**config.mk**
```make
export PLATFORM = sky130hd
export DESIGN_NAME = lane_reset_sequencer
export DESIGN_NICKNAME = d
export VERILOG_FILES = /design/src/rtl/lane_rst_pkg.sv /design/src/rtl/lane_rst_timer.sv /design/src/rtl/lane_rst_ctrl.sv /design/src/rtl/lane_rst_decode.sv /design/src/rtl/lane_reset_sequencer.sv
export SDC_FILE = /design/constraint.sdc
export NUM_CORES = 1
export LEC_CHECK = 0
export BUFFER_PORTS_ARGS = -buffer_cell sky130_fd_sc_hd__buf_4
export CAP_MARGIN = 10
export CORE_MARGIN = 4
export CORE_UTILIZATION = 59
export CTS_CLUSTER_DIAMETER = 50
export DETAILED_ROUTE_END_ITERATION = 10
export PLACE_DENSITY = 0.9
export SYNTH_ARGS = -nofsm -noshare
export SYNTH_HDL_FRONTEND = slang
export SYNTH_SLANG_ARGS = --single-unit
```
**constraint.sdc**
```tcl
create_clock -name clk -period 5.32 [get_ports clk]
set_input_delay 1.33 -clock clk [delete_from_list [all_inputs] [get_ports clk]]
set_output_delay 1.33 -clock clk [all_outputs]
set_load 0.02 [all_outputs]
```
**src/rtl/lane_rst_pkg.sv**
```systemverilog
package lane_rst_pkg;

  typedef enum logic [2:0] {
    ST_IDLE   = 3'd0,
    ST_PROG   = 3'd1,
    ST_TXREL  = 3'd2,
    ST_RXWAIT = 3'd3,
    ST_DONE   = 3'd4
  } seqState_e;

  // strobes from the control FSM to the wait timer
  typedef struct packed {
    logic clear;
    logic loadProg;
    logic loadRx;
  } timerCtl_t;

endpackage

```
**src/rtl/lane_rst_timer.sv**
```systemverilog
module lane_rst_timer
  import lane_rst_pkg::*;
#(
  parameter int PROG_CYC = 120000,
  parameter int RX_CYC   = 85000
) (
  input  logic      clk,
  input  logic      rstN,
  input  timerCtl_t ctl,
  output logic      expired
);
  localparam int MAX_CYC = (PROG_CYC > RX_CYC) ? PROG_CYC : RX_CYC;
  localparam int CNT_W   = $clog2(MAX_CYC + 1);

  logic [CNT_W-1:0] remain;

  always_ff @(posedge clk or negedge rstN) begin
    if (!rstN) begin
      remain <= '0;
    end else if (ctl.clear) begin
      remain <= '0;
    end else if (ctl.loadProg) begin
      remain <= CNT_W'(PROG_CYC - 1);
    end else if (ctl.loadRx) begin
      remain <= CNT_W'(RX_CYC - 1);
    end else if (remain != '0) begin
      remain <= remain - 1'b1;
    end
  end

  assign expired = (remain == '0);
endmodule

```
**src/rtl/lane_rst_ctrl.sv**
```systemverilog
module lane_rst_ctrl
  import lane_rst_pkg::*;
(
  input  logic      clk,
  input  logic      rstN,
  input  logic      restart,
  input  logic      refClkValid,
  input  logic      expired,
  output seqState_e state,
  output timerCtl_t timerCtl
);
  logic      abort;
  seqState_e nextState;

  assign abort = restart || !refClkValid;

  always_comb begin
    nextState = state;
    if (abort) begin
      nextState = ST_IDLE;
    end else begin
      unique case (state)
        ST_IDLE:   nextState = ST_PROG;
        ST_PROG:   if (expired) nextState = ST_TXREL;
        ST_TXREL:  nextState = ST_RXWAIT;
        ST_RXWAIT: if (expired) nextState = ST_DONE;
        ST_DONE:   nextState = ST_DONE;
        default:   nextState = ST_IDLE;
      endcase
    end
  end

  always_comb begin
    timerCtl.clear    = abort;
    timerCtl.loadProg = !abort && (state == ST_IDLE);
    timerCtl.loadRx   = !abort && (state == ST_TXREL);
  end

  always_ff @(posedge clk or negedge rstN) begin
    if (!rstN) state <= ST_IDLE;
    else       state <= nextState;
  end
endmodule

```
**src/rtl/lane_rst_decode.sv**
```systemverilog
module lane_rst_decode
  import lane_rst_pkg::*;
(
  input  seqState_e   state,
  output logic        hardRstN,
  output logic        lowPwrRstN,
  output logic        txPcsRstN,
  output logic        rxPcsRstN,
  output logic        progWindow,
  output logic        seqDone
);
  always_comb begin
    hardRstN   = (state != ST_IDLE);
    progWindow = (state == ST_PROG);
    lowPwrRstN = (state == ST_TXREL) || (state == ST_RXWAIT) || (state == ST_DONE);
    txPcsRstN  = (state == ST_RXWAIT) || (state == ST_DONE);
    rxPcsRstN  = (state == ST_DONE);
    seqDone    = (state == ST_DONE);
  end
endmodule

```
**src/rtl/lane_reset_sequencer.sv**
```systemverilog
module lane_reset_sequencer
  import lane_rst_pkg::*;
#(
  parameter int CLK_MHZ       = 100,
  parameter int PROG_US       = 1200,
  parameter int RX_US         = 850,
  parameter bit FAST_SIM      = 1'b0,
  parameter int FAST_PROG_CYC = 40,
  parameter int FAST_RX_CYC   = 25
) (
  input  logic       clk,
  input  logic       rstN,
  input  logic       restart,
  input  logic       refClkValid,
  output logic       hardRstN,
  output logic       lowPwrRstN,
  output logic       txPcsRstN,
  output logic       rxPcsRstN,
  output logic       progWindow,
  output logic       testFeatEn,
  output logic       seqDone,
  output logic [2:0] seqState
);
  localparam int PROG_CYC = FAST_SIM ? FAST_PROG_CYC : PROG_US * CLK_MHZ;
  localparam int RX_CYC   = FAST_SIM ? FAST_RX_CYC   : RX_US * CLK_MHZ;

  seqState_e state;
  timerCtl_t timerCtl;
  logic      expired;
  logic      doneInt;

  lane_rst_ctrl u_ctrl (
    .clk        (clk),
    .rstN       (rstN),
    .restart    (restart),
    .refClkValid(refClkValid),
    .expired    (expired),
    .state      (state),
    .timerCtl   (timerCtl)
  );

  lane_rst_timer #(
    .PROG_CYC(PROG_CYC),
    .RX_CYC  (RX_CYC)
  ) u_timer (
    .clk    (clk),
    .rstN   (rstN),
    .ctl    (timerCtl),
    .expired(expired)
  );

  lane_rst_decode u_decode (
    .state     (state),
    .hardRstN  (hardRstN),
    .lowPwrRstN(lowPwrRstN),
    .txPcsRstN (txPcsRstN),
    .rxPcsRstN (rxPcsRstN),
    .progWindow(progWindow),
    .seqDone   (doneInt)
  );

  assign seqDone    = doneInt;
  assign testFeatEn = doneInt;
  assign seqState   = state;
endmodule

```
---- After elaboration in Yosys (flattened, before gate mapping) ----
Cells that the tools add are included.
operators by class
  add/subtract/negate cells ............... 1
  equal/unequal tests ..................... 6
  mux-type cells .......................... 8
  reductions and logical operators ........ 14
operators with widths
  kind                     count
  $mux W17                 4
  $logic_not A17 Y1        1
  $reduce_bool A17 Y1      1
  $sub A17 B1 Y17 const B  1
  $pmux W3 S5              1
  $mux W3                  3
  $eq A3 B2 Y1 const B     2
  $logic_or A1 B1 Y1       4
  $reduce_bool A4 Y1       1
  $eq A3 B1 Y1 const B     1
  $eq A3 B3 Y1 const B     1
  $logic_not A3 Y1         1
  $ne A3 B1 Y1 const B     1
  $ne A3 B2 Y1 const B     1
  $reduce_bool A3 Y1       1
  $logic_and A1 B1 Y1      2
  $logic_not A1 Y1         2
  $reduce_and A2 Y1        1
storage, ports and cells
  bits in registers ....................... 20
  input port bits ......................... 4
  output and inout port bits .............. 10

---- Logic depth before layout (Yosys ltp) ----
Gate-level depths: netlist of the first run.
  depth after elaboration ................. 7
  depth in mapped cells ................... 7

---- Modules after synthesis ----
A second synthesis of the first run with hierarchy kept.
second synthesis, totals
  cell total of the unflattened synthesis .. 122
  area total of the unflattened synthesis .. 1,226.2 um^2
by module, submodules not included
  module                times used  cells each  area an instance (um^2)  seq. area each (um^2)
  lane_rst_timer        1           99          991.0                    425.4
  lane_rst_ctrl         1           15          167.7                    75.1
  lane_rst_decode       1           7           60.1                     0.0
  lane_reset_sequencer  1           1           7.5                      0.0

---- Worst setup path after synthesis of the first run ----
Ideal clock, no wire load.
  path kind ............................... reg-to-output
  start ................................... register u_ctrl.state[1]
  end ..................................... output hardRstN
  arrival ................................. 1.290 ns
  data required time ...................... 3.990 ns
  setup slack ............................. 2.700 ns
  stages on the path, launching flop included .. 4
  cell sequence ........................... dfrtp_1 clkbuf_1 nor3_1 inv_1
on the way
  word-level cells in the longest chain between the ends .. 1
ends and longest elaborated chain
  element                   line                        RTL
  start: declaration        lane_rst_ctrl.sv:9          output seqState_e state,
  start signal: assignment  lane_rst_ctrl.sv:41         else state <= nextState;
  $reduce_bool A3 Y1        lane_rst_decode.sv:13       hardRstN = (state != ST_IDLE);
  end: declaration          lane_reset_sequencer.sv:15  output logic hardRstN,
Every way passes these cells.

---- Final worst setup path of the first run ----
Ends and elaborated chain as after synthesis.

==> results of run 1 <==
[final cells by class]
type,count,area [µm²],share of cell area (%)
clock buffers,4,36.3,2.86
inverters,5,18.8,1.48
multi-input cells,94,583,46.0
flip-flops and latches,20,500,39.5
well taps,25,31.3,2.47
repair buffers,13,97.6,7.70
[cells in the mapped netlist]
cell and count:
dfrtp_1 20, nor2_1 14, nor3_1 11, a21oi_1 10, o21ai_0 6, a211oi_1 5
inv_1 5, nand2_1 5, xor2_1 5, xnor2_1 4, clkbuf_1 3, or2_2 3
or4_1 3, buf_4 2, nand2b_1 2, nand3_1 2, nor2b_1 2, nor4_1 2
o31ai_1 2, o41ai_1 2, or4_4 2, a31oi_1 1, and2_1 1, and3_1 1
and3_2 1, buf_1 1, buf_2 1, ha_1 1, mux2_2 1, nand4_1 1
nand4b_1 1, nor3b_1 1, o311a_1 1, o31ai_2 1, or2_0 1, or3_1 1
or3b_2 1
[worst max-delay path, cell delays in order, from the launching register on]
cell and delay [ns]:
dfrtp_1 0.51, nor3_1 0.55, inv_1 0.08, buf_4 0.17
[sequential cells by signal, indices dropped and copies added, names as in the netlist]
register / cells
u_ctrl.state: 3
u_timer.remain: 17
[metal layers]
layer / global-route usage [%] / wire, µm
met1: 27.5 / 952
met2: 35.6 / 1180
met3: 4.30 / 207
met4: 6.55 / 37
met5: 0 / 0
[how the worst max path moves through the flow]
stage	cells after the start	end	slack, ns	startpoint
6_report	3	hardRstN	2.40	u_ctrl.state[1]$_DFFE_PN0P_
5_1_grt	3	hardRstN	2.18	u_ctrl.state[1]$_DFFE_PN0P_
4_1_cts	3	hardRstN	2.39	u_ctrl.state[1]$_DFFE_PN0P_
3_5_place_dp	3	hardRstN	2.72	u_ctrl.state[1]$_DFFE_PN0P_
3_3_place_gp	3	hardRstN	2.75	u_ctrl.state[1]$_DFFE_PN0P_
2_1_floorplan	3	hardRstN	2.70	u_ctrl.state[1]$_DFFE_PN0P_
[cell families (layout without fill, tap and decap cells)]
logic type	count (synthesis)	count (layout)	share of synthesized area, %
AOI/OAI and AO/OA	28	28	15.7
xor gates and xnor gates	9	9	6.93
adders and majority gates	1	1	1.10
buffers and inverters	12	22	4.73
DFF	20	20	44.0
muxes	1	1	0.990
and+or+nand+nor	55	55	26.5
[power by group through the flow]
stage	Combinational, mW	Clock (mW)	Sequential (mW)
2_1_floorplan	0.0471	0	0.168
3_3_place_gp	0.0612	0	0.169
3_5_place_dp	0.0632	0	0.169
4_1_cts	0.0638	0.0864	0.166
5_1_grt	0.0718	0.0965	0.168
6_report	0.0641	0.0849	0.167
==> out/qor.yml, run 1 <==
run_status:
  status: "complete, no violations"
hold_path:
  hp-class: "flop to flop"
  whs_path_depth: 2
  worstHoldStart: "u_timer.remain[13]$_DFFE_PN0P_"
  whs_endpoint: "u_timer.remain[13]$_DFFE_PN0P_"
synthesis:
  ys_seq_area_share_pct: 44.0
  synth_top_area_share_pct: 44.0
  postSynthAreaPerCell_um2: 9.03
  synth_area_um2: 1140
  synth_top_area_cell: "dfrtp_1"
  ys_warn_count: 0
  ys_ff_latch: 20
  netlist_top_cells_area: "dfrtp_1 (44%), nor3_1 (4.8%), nor2_1 (4.6%), a21oi_1 (4.4%), xor2_1 (3.9%)"
  synthDistinctLibCells: 37
  synth_nets: 131
  syn_inst: 126
placed_design:
  io_buffers: 13
  place_area_um2: 1230
  place_congestion: 0.936
  dp_slack_ns: 2.72
  post-place-cells: 157
  hpwl_um: 1780
layout:
  final_nets: 142
  final_cell_area_um2: 1270
  final-instance-count-excl-fill: 161
  antenna_cells: 0
  utilization_pct: 71.1
  drive_above_1_share_pct: 19.1
  n_fill_cell: 129
  areaGrowthSynthToFinish_pct: 11.4
  mostFrequentLayoutCell: "dfrtp_1"
  mostFrequentLayoutCells: "dfrtp_1 (20), nor2_1 (14), buf_4 (13), nor3_1 (11), a21oi_1 (10)"
timing:
  fin_tns_setup_ns: 0
  slew_violations: 0
  relSlewSlack_pct: 61.0
  tightest_slew_ns: 0.581
  setup_viol: 0
  layout_min_cycle_time_ns: 2.92
  period_share_pct: 55.0
  rsz0062_at_grt: "no"
  max_freq_mhz: 342
  fin_ws_ns: 2.40
  hold_viol_final: 0
  fin_skew_ns: 0.0112
  fin_worst_hold_slack_ns: 0.559
clock_network:
  cts_sinks: 20
  cts_tree: "done"
  numCtsBuffers: 3
  h-tree-depth: 1
  cts.clk_slew.worst_paths_ns: 0.11
  root_buffer: "clkbuf_4"
  ctsLongestPathBuffers: 2
  holdBufCountCts: 0
  cts_setup_buffers: 0
  cts.repair.resized: 0
  clkLatencyLatePin_ns: 0.29
floorplan:
  die_h_um: 51.9
  io_pins: 14
  num_rows: 15
  coreArea_um2: 1780
  dieArea_um2: 2690
  start_util_pct: 63.8
  die_w_um: 51.9
global_route:
  grt_pass1_vias: 958
  grt_pass1_wl_um: 4240
  track_usage_pct: 21.3
  grt_max_degree: 21
  grt_overflow: 0
  grt_antenna_before_repair: 0
critical_path:
  r2r_slack_ns: 2.83
  worst_ep_required_time_ns: 3.99
  cp_max_fo: 10
  criticalPathCategory: "flop to output pin"
  critPathArrivalTime_ns: 1.59
  worstSetupEndpointType: "output pin"
  worst_r2r_path_depth: 7
  reg2reg_to: "u_timer.remain[1]$_DFFE_PN0P_"
  r2r_start: "u_timer.remain[0]$_DFFE_PN0P_"
  start_kind: "flop"
pwr:
  p_seq_share_pct: 52.8
  p_comb_share_pct: 20.3
  p_clk_share_pct: 26.9
  power_density_nw_per_um2: 249
  p_sw_mw: 0.0891
  leakage_nw: 0.580
  p_int_mw: 0.226
  ir_worst_vdd_mv: 0.208
  finalPower_mw: 0.316
  swShare_pct: 28.2
routing:
  routed_via_density: 6.07
  first_iter_violations: 49
  route.vias.total: 978
  antenna_left: 0
  drt_wl_total_um: 2380
  dr.pass1.iters: 4
  detail_route.wl_per_cell_um: 14.8
  drc: 0
job:
  drv_cap: 0
(Power assumes the default switching activity.)
==> run 2: changes to the inputs <==
--- a/config.mk
+++ b/config.mk
@@ -8,10 +8,10 @@
 export BUFFER_PORTS_ARGS = -buffer_cell sky130_fd_sc_hd__buf_4
 export CAP_MARGIN = 10
 export CORE_MARGIN = 4
-export CORE_UTILIZATION = 59
+export CORE_UTILIZATION = 56
 export CTS_CLUSTER_DIAMETER = 50
 export DETAILED_ROUTE_END_ITERATION = 10
-export PLACE_DENSITY = 0.9
+export PLACE_DENSITY = 0.86
 export SYNTH_ARGS = -nofsm -noshare
 export SYNTH_HDL_FRONTEND = slang
 export SYNTH_SLANG_ARGS = --single-unit
==> constraint.sdc (replaced) <==
create_clock -name clk -period 2.9 [get_ports clk]
set_input_delay 0.725 -clock clk [delete_from_list [all_inputs] [get_ports clk]]
set_output_delay 0.725 -clock clk [all_outputs]
set_load 0.02 [all_outputs]
==> run 2 against run 1 <==
Compared with the run above: register-to-register slack got worse by 2.2 ns; clock skew down 0.0091 ns; sequential power grew 84%; sequential cell count unchanged; first-iteration DRC count fell by 6.1%; final area up 3.3%; hold slack got worse by 0.28 ns; critical path type is now flop to flop; critical endpoint is now u_timer.remain[16]$_DFFE_PN0P_; largest cell class unchanged.
==> out/qor.yml, run 2 (synthesis results as in run 1) <==
global_route:
  grt_pass1_wl_um: 4780
  grt_pass1_vias: 992
  grt_overflow: 0
  grt_max_degree: 21
  grt_antenna_before_repair: 0
  track_usage_pct: 23.2
clock_network:
  root_buffer: "clkbuf_4"
  h-tree-depth: 1
  cts_sinks: 20
  cts_tree: "done"
  cts_setup_buffers: 0
  clkLatencyLatePin_ns: 0.30
  cts.clk_slew.worst_paths_ns: 0.12
  cts.repair.resized: 0
  ctsLongestPathBuffers: 2
  holdBufCountCts: 0
  numCtsBuffers: 3
routing:
  first_iter_violations: 46
  highest_layer: "met4"
  met3WireLength_um: 153
  route.vias.total: 1015
  wl_met1_um: 1200
  wl_met2_um: 1340
  antenna_left: 0
  detail_route.wl_per_cell_um: 16.4
  drc: 0
  routed_via_density: 6.11
  drt_wl_total_um: 2730
  dr.pass1.iters: 4
critical_path:
  reg2reg_to: "u_timer.remain[16]$_DFFE_PN0P_"
  cp-startpoint: "u_timer.remain[0]$_DFFE_PN0P_"
  r2r_start: "u_timer.remain[0]$_DFFE_PN0P_"
  r2r_slack_ns: 0.60
  criticalPathCategory: "flop to flop"
  cp_max_fo: 5
  worstSetupEndpointType: "flop"
  start_kind: "flop"
  worst_r2r_path_depth: 8
  worst_ep_required_time_ns: 3.09
  critPathArrivalTime_ns: 2.49
pwr:
  p_comb_share_pct: 18.5
  swShare_pct: 27.0
  finalPower_mw: 0.661
  p_seq_share_pct: 46.4
  p_sw_mw: 0.179
  leakage_nw: 0.601
  ir_worst_vdd_mv: 0.374
  p_clk_share_pct: 35.1
  p_int_mw: 0.482
  power_density_nw_per_um2: 505
floorplan:
  die_w_um: 53.1
  io_pins: 14
  die_h_um: 53.1
  dieArea_um2: 2820
  num_rows: 16
  start_util_pct: 58.6
  coreArea_um2: 1940
placed_design:
  io_buffers: 13
  post-place-cells: 162
  place_congestion: 0.907
  hpwl_um: 1990
job:
  drv_cap: 0
layout:
  final_nets: 145
  n_fill_cell: 164
  largestRegisters: "u_timer.remain (17), u_ctrl.state (3)"
  top_register: "u_timer.remain"
  mostFrequentLayoutCell: "dfrtp_1"
  drive_above_1_share_pct: 20.9
  antenna_cells: 0
  largest_reg_flops: 17
  mostFrequentLayoutCells: "dfrtp_1 (20), buf_4 (16), nor2_1 (14), nor3_1 (11), a21oi_1 (10)"
  areaGrowthSynthToFinish_pct: 15.1
  final-instance-count-excl-fill: 166
run_status:
  status: "complete, no violations"
timing:
  max_freq_mhz: 434
  fin_worst_hold_slack_ns: 0.277
  rsz0062_at_grt: "no"
  slew_violations: 0
  relSlewSlack_pct: 63.8
  layout_min_cycle_time_ns: 2.30
  fin_skew_ns: 0.00211
  hold_viol_final: 0
  period_share_pct: 79.4
  tightest_slew_ns: 0.539
  setup_viol: 0
  fin_tns_setup_ns: 0
hold_path:
  hp-class: "input pin to asynchronous set/reset pin"
-- run 2: power groups by stage --
stage	clock network, mW	registers (mW)	logic, mW
floorplan	0	0.308	0.0864
global placement	0	0.310	0.116
detailed placement	0	0.312	0.120
CTS	0.231	0.306	0.121
global route	0.243	0.310	0.138
finish	0.232	0.307	0.122
-- run 2: cell type report --
class | count | area, µm² | share of cell area (%)
clock buffer | 3 | 22.5 | 1.72
clock inverter | 1 | 30.0 | 2.29
inverter | 5 | 18.8 | 1.43
multi-input combinational | 94 | 583 | 44.6
sequential | 20 | 500 | 38.2
tap | 27 | 33.8 | 2.58
timing repair buffer | 16 | 120 | 9.18
-- run 2: critical path: stages (launching register included) --
cell	delay [ns]
dfrtp_1	0.42
inv_1	0.10
ha_1	0.20
nor3b_1	0.27
nand4_1	0.27
buf_4	0.25
or2_2	0.29
o31ai_1	0.26
a21oi_1	0.12
-- run 2: how the worst max path moves through the flow --
stage,to,slack [ns],cells after the start
2_1_floorplan,u_timer.remain[15]$_DFFE_PN0P_,0.78,5
5_1_grt,u_timer.remain[16]$_DFFE_PN0P_,0.43,8
3_3_place_gp,u_timer.remain[15]$_DFFE_PN0P_,0.70,5
3_5_place_dp,u_timer.remain[15]$_DFFE_PN0P_,0.65,5
6_report,u_timer.remain[16]$_DFFE_PN0P_,0.60,8
4_1_cts,u_timer.remain[1]$_DFFE_PN0P_,0.61,5
-- run 2: metal layers --
| layer | global-route usage [%] | vias to the layer above |
|---|---|---|
| met5 | 0 | - |
| met4 | 5.53 | 0 |
| met3 | 3.94 | 6 |
| met2 | 38.2 | 40 |
| met1 | 31.5 | 491 |
| li1 | - | 478 |
-- run 2: stage by stage --
| stage | area [µm²] | worst slack (ns) | utilization, % |
|---|---|---|---|
| final | 1310 | 0.598 | 67.4 |
| after global placement | 1260 | 0.705 | 64.7 |
| after floorplan | 1140 | 0.775 | - |
| after CTS | 1310 | 0.615 | 67.4 |
| after detailed placement | 1260 | 0.653 | 64.7 |
| after global routing | 1310 | 0.427 | 67.4 |
==> run 3: changes to the inputs <==
--- a/config.mk
+++ b/config.mk
@@ -8,10 +8,10 @@
 export BUFFER_PORTS_ARGS = -buffer_cell sky130_fd_sc_hd__buf_4
 export CAP_MARGIN = 10
 export CORE_MARGIN = 4
-export CORE_UTILIZATION = 56
+export CORE_UTILIZATION = 50
 export CTS_CLUSTER_DIAMETER = 50
 export DETAILED_ROUTE_END_ITERATION = 10
-export PLACE_DENSITY = 0.86
+export PLACE_DENSITY = 0.82
 export SYNTH_ARGS = -nofsm -noshare
 export SYNTH_HDL_FRONTEND = slang
 export SYNTH_SLANG_ARGS = --single-unit
==> constraint.sdc (replaced) <==
create_clock -name clk -period 1.9 [get_ports clk]
set_input_delay 0.475 -clock clk [delete_from_list [all_inputs] [get_ports clk]]
set_output_delay 0.475 -clock clk [all_outputs]
set_load 0.02 [all_outputs]
==> run 3 against run 2 <==
Compared with the run above: the flow now finishes with violations (setup timing); via count is 11% higher; worst setup slack worse by 0.79 ns; sequential share of layout area shrank 6.6 points; clock power decreased by 12%; hold slack worse by 0.26 ns; clock skew up 0.0011 ns; fmax increased by 9.8%; non-clock buffer count rose by 28; critical path depth is 3 lower; power rose by 46%; final area rose by 21%.
==> out/qor.yml, run 3 (synthesis results as in run 1) <==
timing:
  rsz0062_at_grt: "yes"
  hold_viol_final: 0
  layout_min_cycle_time_ns: 2.10
  setup_viol: 5
  fin_ws_ns: -0.196
  period_share_pct: 110
  slew_violations: 0
  relSlewSlack_pct: 70.7
  max_freq_mhz: 477
  tightest_slew_ns: 0.437
  fin_worst_hold_slack_ns: 0.0208
  fin_skew_ns: 0.00319
clock_network:
  cts_tree: "done"
  ctsLongestPathBuffers: 2
  cts.clk_slew.worst_paths_ns: 0.11
  h-tree-depth: 1
  cts_sinks: 20
  numCtsBuffers: 3
  clkLatencyLatePin_ns: 0.31
  root_buffer: "clkbuf_4"
  holdBufCountCts: 0
layout:
  largest_reg_flops: 17
  areaGrowthSynthToFinish_pct: 39.5
  final_nets: 173
  antenna_cells: 0
  multi_input_area_um2: 674
  regArea_um2: 502
  n_fill_cell: 165
  largestRegisters: "u_timer.remain (17), u_ctrl.state (3)"
  drive_above_1_share_pct: 45.2
  mostFrequentLayoutCells: "buf_4 (43), dfrtp_1 (19), nor2_1 (13), a21oi_1 (8), nor3_1 (7)"
  top_register: "u_timer.remain"
  mostFrequentLayoutCell: "buf_4"
critical_path:
  crit_end: "u_timer.remain[15]$_DFFE_PN0P_"
  worstSetupEndpointType: "flop"
  criticalPathCategory: "flop to flop"
  r2r_start: "u_timer.remain[3]$_DFFE_PN0P_"
  reg2reg_to: "u_timer.remain[15]$_DFFE_PN0P_"
  cp_max_fo: 3
  critPathArrivalTime_ns: 2.30
  cp-startpoint: "u_timer.remain[3]$_DFFE_PN0P_"
  worst_ep_required_time_ns: 2.10
  start_kind: "flop"
  worst_r2r_path_depth: 5
  r2r_slack_ns: -0.20
routing:
  route.vias.total: 1124
  drc: 0
  dr.pass1.iters: 4
  first_iter_violations: 58
  antenna_left: 0
  routed_via_density: 5.79
  drt_wl_total_um: 3250
  detail_route.wl_per_cell_um: 16.8
placed_design:
  hpwl_um: 2210
  place_congestion: 0.892
  io_buffers: 13
job:
  drv_cap: 0
pwr:
  ir_worst_vdd_mv: 0.542
  power_density_nw_per_um2: 608
  leakage_nw: 0.743
  finalPower_mw: 0.964
global_route:
  track_usage_pct: 21.5
  grt_pass1_wl_um: 5170
  grt_antenna_before_repair: 0
  grt_pass1_vias: 1133
  grt_overflow: 0
  grt_max_degree: 21
floorplan:
  coreArea_um2: 2190
  die_w_um: 55.7
  dieArea_um2: 3100
  num_rows: 17
  die_h_um: 55.7
  start_util_pct: 51.9
  io_pins: 14
run_status:
  violations: "setup timing"
  status: "finished, violations left"
hold_path:
  hp-class: "input pin to asynchronous set/reset pin"
-- run 3: worst min-delay path by stage --
stage | from | end | slack, ns | cells past startpoint
finish | rstN | u_timer.remain[9]$_DFFE_PN0P_ | 0.02 | 1
global route | rstN | u_timer.remain[9]$_DFFE_PN0P_ | 0.03 | 1
CTS | rstN | u_timer.remain[2]$_DFFE_PN0P_ | 0.04 | 1
detailed placement | rstN | u_timer.remain[2]$_DFFE_PN0P_ | 0.37 | 1
global placement | rstN | u_timer.remain[9]$_DFFE_PN0P_ | 0.37 | 1
floorplan | rstN | u_ctrl.state[0]$_DFFE_PN0P_ | 0.18 | 0
-- run 3: layer usage --
layer | up-vias | GRT usage (%) | wire (µm)
met2 | 51 | 36.8 | 1580
met5 | - | 0 | 0
met3 | 15 | 4.41 | 201
met1 | 528 | 24.4 | 1340
li1 | 530 | - | -
met4 | 0 | 13.2 | 137
-- run 3: cell type report --
cell class	instances	share of cell area, %
multi-input cells	94	42.5
flip-flops and latches	20	31.6
repair buffers	44	21.1
well taps	28	2.21
clock buffers	3	1.42
inverters	5	1.18
-- run 3: critical path, stage by stage (launching register included) --
cell      delay [ns]
dfrtp_1         0.40
or4_4           0.54
or4_4           0.51
o311a_1         0.32
a211oi_2        0.16
nor2_1          0.08
-- run 3: where the power goes --
| part | switching, mW | internal [mW] |
|---|---|---|
| Clock | 0.130 | 0.0742 |
| Combinational | 0.153 | 0.147 |
| Sequential | 0.0153 | 0.444 |
-- run 3: what timing repair did --
item / 4_1_cts / 5_1_grt
cloned: 0 / 0
pin swaps: 1 / 3
gates resized for setup: 10 / 13
setup buffers: 2 / 2
setup endpoints to repair: 13 / 16
-- run 3: metrics by stage --
step	area [µm²]	utilization (%)	cells	TNS (ns)	setup WS, ns
5_1_grt	1590	72.4	194	-0.978	-0.247
4_1_cts	1520	69.3	192	-0.480	-0.204
6_report	1590	72.4	194	-0.470	-0.196
2_1_floorplan	1140	-	126	-0.425	-0.175
3_3_place_gp	1440	65.6	187	-0.370	-0.135
3_5_place_dp	1440	65.6	187	-0.752	-0.226
